==> config.mk <==
export PLATFORM = sky130hd
export DESIGN_NAME = irq_resolver
export DESIGN_NICKNAME = d
export VERILOG_FILES = /design/src/rtl/irq_res_pkg.sv /design/src/rtl/irq_sync.sv /design/src/rtl/irq_pending.sv /design/src/rtl/irq_prio_pick.sv /design/src/rtl/irq_pulse_gen.sv /design/src/rtl/irq_resolver.sv
export SDC_FILE = /design/constraint.sdc
export NUM_CORES = 1
export LEC_CHECK = 0
export BUFFER_PORTS_ARGS = -buffer_cell sky130_fd_sc_hd__buf_4
export CAP_MARGIN = 20
export CORE_ASPECT_RATIO = 0.8
export CORE_MARGIN = 3
export CORE_UTILIZATION = 45
export CTS_BUF_LIST = sky130_fd_sc_hd__clkbuf_8
export DETAILED_ROUTE_END_ITERATION = 12
export PLACE_DENSITY_LB_ADDON = 0.08
export SYNTH_ARGS = -nofsm -noshare
export SYNTH_HDL_FRONTEND = slang
export SYNTH_SLANG_ARGS = --single-unit
==> constraint.sdc <==
create_clock -name clk -period 2.4 [get_ports clk]
set_input_delay 0.24 -clock clk [delete_from_list [all_inputs] [get_ports clk]]
set_output_delay 0.24 -clock clk [all_outputs]
set_load 0.1 [all_outputs]
==> src/rtl/irq_res_pkg.sv <==
package irq_res_pkg;
  localparam int NUM_LINES = 16;
  localparam int NUM_W     = $clog2(NUM_LINES);
  localparam int RANKED    = 11;
  localparam int RANK_W    = $clog2(RANKED + 1);

  // bit n set: line n exists on the bus
  localparam logic [NUM_LINES-1:0] LINE_EXISTS = 16'hDEF8;

  // rank 0 is the highest; absent lines get RANKED (never eligible)
  function automatic logic [RANK_W-1:0] line_rank(input int unsigned line);
    case (line)
      9:       return RANK_W'(0);
      10:      return RANK_W'(1);
      11:      return RANK_W'(2);
      12:      return RANK_W'(3);
      14:      return RANK_W'(4);
      15:      return RANK_W'(5);
      3:       return RANK_W'(6);
      4:       return RANK_W'(7);
      5:       return RANK_W'(8);
      6:       return RANK_W'(9);
      7:       return RANK_W'(10);
      default: return RANK_W'(RANKED);
    endcase
  endfunction

  typedef struct packed {
    logic             hit;
    logic [NUM_W-1:0] num;
  } pick_t;
endpackage

==> src/rtl/irq_sync.sv <==
module irq_sync #(
  parameter int WIDTH  = 16,
  parameter int STAGES = 2
) (
  input  logic             clk,
  input  logic             rst_n,
  input  logic [WIDTH-1:0] d,
  output logic [WIDTH-1:0] q
);
  logic [WIDTH-1:0] stage [STAGES];

  always_ff @(posedge clk or negedge rst_n) begin
    if (!rst_n) stage[0] <= '0;
    else        stage[0] <= d;
  end

  for (genvar s = 1; s < STAGES; s++) begin : g_stage
    always_ff @(posedge clk or negedge rst_n) begin
      if (!rst_n) stage[s] <= '0;
      else        stage[s] <= stage[s-1];
    end
  end

  assign q = stage[STAGES-1];
endmodule

==> src/rtl/irq_pending.sv <==
module irq_pending
  import irq_res_pkg::*;
(
  input  logic                 clk,
  input  logic                 rst_n,
  input  logic [NUM_LINES-1:0] line_sync,
  input  logic [NUM_LINES-1:0] level_sel,
  input  logic                 clr_en,
  input  logic [NUM_W-1:0]     clr_num,
  output logic [NUM_LINES-1:0] pend
);
  logic [NUM_LINES-1:0] prev_q;
  logic [NUM_LINES-1:0] pend_q;

  for (genvar i = 0; i < NUM_LINES; i++) begin : g_line
    logic rise;
    logic clr_this;
    assign rise     = line_sync[i] & ~prev_q[i];
    assign clr_this = clr_en && (clr_num == NUM_W'(i));

    always_ff @(posedge clk or negedge rst_n) begin
      if (!rst_n) begin
        prev_q[i] <= 1'b0;
        pend_q[i] <= 1'b0;
      end else begin
        prev_q[i] <= line_sync[i];
        if (level_sel[i])
          pend_q[i] <= line_sync[i];
        else
          pend_q[i] <= rise | (pend_q[i] & ~clr_this);
      end
    end
  end

  assign pend = pend_q & LINE_EXISTS;
endmodule

==> src/rtl/irq_prio_pick.sv <==
module irq_prio_pick
  import irq_res_pkg::*;
(
  input  logic [NUM_LINES-1:0] pend,
  output pick_t                pick
);
  always_comb begin
    logic [RANK_W-1:0] best;
    best     = RANK_W'(RANKED);
    pick.hit = 1'b0;
    pick.num = '0;
    for (int i = 0; i < NUM_LINES; i++) begin
      if (pend[i] && (line_rank(i) < best)) begin
        best     = line_rank(i);
        pick.hit = 1'b1;
        pick.num = NUM_W'(i);
      end
    end
  end
endmodule

==> src/rtl/irq_pulse_gen.sv <==
module irq_pulse_gen #(
  parameter int MIN_CYC = 13,
  parameter int MAX_CYC = 100000,
  localparam int CNT_W  = $clog2(MAX_CYC + 1)
) (
  input  logic             clk,
  input  logic             rst_n,
  input  logic             start,
  input  logic [CNT_W-1:0] width,
  output logic             pulse
);
  logic [CNT_W-1:0] cnt_q;
  logic [CNT_W-1:0] len;

  always_comb begin
    if (width < CNT_W'(MIN_CYC))      len = CNT_W'(MIN_CYC);
    else if (width > CNT_W'(MAX_CYC)) len = CNT_W'(MAX_CYC);
    else                              len = width;
  end

  always_ff @(posedge clk or negedge rst_n) begin
    if (!rst_n)             cnt_q <= '0;
    else if (cnt_q != '0)   cnt_q <= cnt_q - 1'b1;
    else if (start)         cnt_q <= len;
  end

  assign pulse = (cnt_q != '0);
endmodule

==> src/rtl/irq_resolver.sv <==
module irq_resolver
  import irq_res_pkg::*;
#(
  parameter int SYNC_STAGES = 2,
  parameter int MIN_PULSE   = 13,
  parameter int MAX_PULSE   = 100000,
  localparam int GW         = $clog2(MAX_PULSE + 1)
) (
  input  logic                 clk,
  input  logic                 rst_n,
  input  logic [NUM_LINES-1:0] irq_lines,
  input  logic [NUM_LINES-1:0] level_mode,
  output logic                 req_valid,
  output logic [NUM_W-1:0]     req_num,
  input  logic                 req_ready,
  input  logic                 gen_start,
  input  logic [GW-1:0]        gen_width,
  output logic                 gen_pulse
);
  logic [NUM_LINES-1:0] lines_m;
  logic [NUM_LINES-1:0] lines_s;
  logic [NUM_LINES-1:0] pend;
  pick_t                pick;
  logic                 take;
  logic                 gnt_v_q;
  logic [NUM_W-1:0]     gnt_n_q;

  assign lines_m = irq_lines & LINE_EXISTS;

  irq_sync #(.WIDTH(NUM_LINES), .STAGES(SYNC_STAGES)) u_sync (
    .clk(clk), .rst_n(rst_n), .d(lines_m), .q(lines_s)
  );

  irq_pending u_pend (
    .clk(clk), .rst_n(rst_n), .line_sync(lines_s), .level_sel(level_mode),
    .clr_en(take), .clr_num(gnt_n_q), .pend(pend)
  );

  irq_prio_pick u_pick (.pend(pend), .pick(pick));

  assign take = gnt_v_q & req_ready;

  // report register: frozen until accepted, one idle cycle after a transfer
  always_ff @(posedge clk or negedge rst_n) begin
    if (!rst_n) begin
      gnt_v_q <= 1'b0;
      gnt_n_q <= '0;
    end else if (take) begin
      gnt_v_q <= 1'b0;
    end else if (!gnt_v_q && pick.hit) begin
      gnt_v_q <= 1'b1;
      gnt_n_q <= pick.num;
    end
  end

  assign req_valid = gnt_v_q;
  assign req_num   = gnt_n_q;

  irq_pulse_gen #(.MIN_CYC(MIN_PULSE), .MAX_CYC(MAX_PULSE)) u_gen (
    .clk(clk), .rst_n(rst_n), .start(gen_start), .width(gen_width),
    .pulse(gen_pulse)
  );
endmodule

==> reports/metrics.cfg <==
[run_status]
outcome = complete, but fails checks
violations = negative hold slack

[final_layout]
final_area_um2 = 3740
final_nets = 395
drive_above_1_share_pct = 24.9
antennaDiodeCount = 0
area_growth_pct = 32.4
fillCellCount = 534

[route]
antenna_left = 0
drc = 0
drt_wl_total_um = 6460
drtIter0Drc = 122
via_count = 2279
wire_per_inst_um = 15.1
routed_via_density = 5.34
dr.pass1.iters = 4

[clock_network]
h-tree-depth = 3
cts_tree = yes
root_buffer = clkbuf_8
clk_latency_ns = 0.34
cts_buffers = 9
clock_path_buffers = 2
clk_pin_slew_ns = 0.07
cts.sinks = 66

[global_routing]
gr-usage-met3_pct = 5.88
grt_usage_pct = 19.3
use_met2_pct = 23.9
grt_pass1_vias = 2091
busiest_layer = met1
grt_max_degree = 67
antenna_found_initial = 0
grt_pass1_wl_um = 10700
grt_use_met1_pct = 31.1
gr-total-overflow = 0

[yosys]
muxShareOfSynthArea_pct = 0.399
synth_simple_gate_area_share_pct = 18.9
async_flop_share_pct = 100
ys_ff_latch = 66
synthCells = 262
yosysWarnings = 0
synth_top_family_by_area = simple AND/OR/NAND/NOR gates
synth-xor-area-share_pct = 2.79
synth_area_um2 = 2830
synthFlopType = dfrtp_1
synth_compound_gate_area_share_pct = 15.8
ys_types = 53
synth_fa_ha_area_share_pct = 0.443
syn_nets = 316
synth_edf_count = 0
ys_seq_area_share_pct = 58.5
synth_area_per_cell_um2 = 10.8

[hold_path]
hp-class = input pin to asynchronous set/reset pin

[setup_path]
worstSetupStartpointType = register
cp_max_fo = 4
crit_arrival_ns = 2.08
crit_start = u_gen.cnt_q[14]$_DFFE_PN0P_
crit_type = register to output pin
cp.required_ns = 2.16
crit_path_end_kind = output pin
r2r_slack_ns = 0.13
r2r-start = u_gen.cnt_q[14]$_DFFE_PN0P_

[floorplan]
core_area_um2 = 6010
io_pins = 59
dieArea_um2 = 7270
std_cell_rows = 25
fp.dieW_um = 94.6
start_util_pct = 47.0
chipHeight_um = 76.9

[place]
place_area_um2 = 3330
place_congestion = 0.882
portBuffers = 48
dp_hpwl_um = 4480

[sta]
hold_viol = 22
drv_slew = 0
fmax_mhz = 431
setup_viol = 0
finalCritPeriodShare_pct = 96.7
tightest_slew_ns = 0.810
fin_tns_setup_ns = 0
fin_hold_ws_ns = -0.0305
clock_skew_ns = 0.00505
finalCriticalPeriod_ns = 2.32
relSlewSlack_pct = 46.0
rsz0062_at_grt = false

[power]
power_density_nw_per_um2 = 942
vdd_drop_max_mv = 0.499
leakage_nw = 1.72

[job]
drv_cap = 0

[cell families after synthesis]
kind of cell | Yosys count
compound gates | 68
xor+xnor | 9
fa+ha+maj | 1
buf+inv | 23
flops | 66
mux | 1
simple gates | 94
[final timing paths]
path                                               end  cells after the start
setup / recovery                             gen_pulse                      5
hold / removal             u_pend.prev_q[15]$_DFF_PN0_                      1
setup reg to reg           u_gen.cnt_q[12]$_DFFE_PN0P_                      7
hold reg to reg                  u_sync.q[3]$_DFF_PN0_                      0
max in group asynchronous  u_gen.cnt_q[11]$_DFFE_PN0P_                      1
min in group clk              u_pend.pend[9]$_DFF_PN0_                      2
[routing by layer]
| layer | part of all wire (%) | vias to the layer above |
|---|---|---|
| met5 | 0 | - |
| met4 | 1.2 | 0 |
| met3 | 5.8 | 8 |
| met2 | 41 | 63 |
| met1 | 52 | 1103 |
| li1 | - | 1105 |
[sequential cells by signal, indices dropped and copies added, names as in the netlist]
register,cells
u_gen.cnt_q,17
u_pend.prev_q,11
u_sync.stage,11
req_valid,1
u_sync.q,11
u_pend.pend,11
req_num,4
[placed cells by master (no fill, tap or decap), drive strengths merged, types with 5 or more instances in the layout]
master,n
dfrtp,66
buf,60
o21ai,26
nand2,20
inv,20
nor2,17
dlygate4sd3,11
nor3,11
a21oi,10
clkbuf,9
nor4,9
nor2b,7
nand4,6
a31o,6
nand2b,5
xor2,5
[area by class of cell]
cell class                      count  area (µm²)  share of cell area [%]
Clock buffer                        9         124                    3.31
Clock inverter                      7         118                    3.14
Inverter                           20        77.6                    2.07
Multi-Input combinational cell    173        1080                    28.9
Sequential cell                    66        1650                    44.2
Tap cell                           81         101                    2.71
Timing Repair Buffer               71         586                    15.7
[critical path, cell delays in order (launching register included)]
cell and delay [ns]:
dfrtp_1 0.40, or4_4 0.57, or2_4 0.27, nor3_4 0.25, inv_4 0.08, buf_12 0.17
[power breakdown]
| group | total, W | switching, W | internal, W | leakage (nW) |
|---|---|---|---|---|
| clock | 0.00112 | 0.000434 | 0.000689 | 0.123 |
| combinational | 0.000911 | 0.000577 | 0.000334 | 0.823 |
| sequential | 0.00149 | 0.000209 | 0.00128 | 0.772 |
[cell usage after synthesis (2+ instances only)]
library cell   n  share of area [%]
nand2_1       20                2.7
or4_1          2               0.53
inv_1         19                2.5
o31ai_1        4                1.1
nand3_1        2               0.35
o21bai_1       4                1.1
o31a_1         2               0.62
a21oi_1       10                1.8
nand3b_1       2               0.53
a32o_1         3                1.1
nor3_1         9                1.6
nor2_1        17                2.3
xor2_1         5                1.5
a31o_1         5                1.5
nor2b_1        7                1.5
nand4b_1       2               0.62
o21ai_0       25                4.4
dfrtp_1       66                 58
nand2b_1       5                1.1
nor4_1         8                1.8
and3_1         3               0.66
xnor2_1        4                1.2
nand4_1        6                1.3
a31oi_1        3               0.66
[per-stage QoR]
stage / power (W) / hold WS (ns) / std cells / utilization, % / worst slack (ns)
CTS: 0.00352 / 0.00913 / 421 / 61.3 / 0.0381
finish: 0.00352 / -0.0305 / 427 / 62.3 / 0.0794
detailed placement: 0.00238 / 0.335 / 394 / 55.4 / 0.283
global placement: 0.00236 / 0.332 / 394 / 55.4 / 0.307
global route: 0.00370 / 0.0485 / 427 / 62.3 / 0.00756
floorplan: 0.00209 / -0.0556 / 262 / - / 0.193
[timing repair]
| item | in CTS | in global routing |
|---|---|---|
| endpoints found under the setup margin | 1 | 1 |
| hold buffers | 11 | 0 |
| resized for setup | 1 | 4 |
| setup buffers | 0 | 6 |
| endpoints found under the hold margin | 11 | 0 |
| pin swaps | 0 | 1 |
No activity file was read; power rests on OpenSTA's default activity.
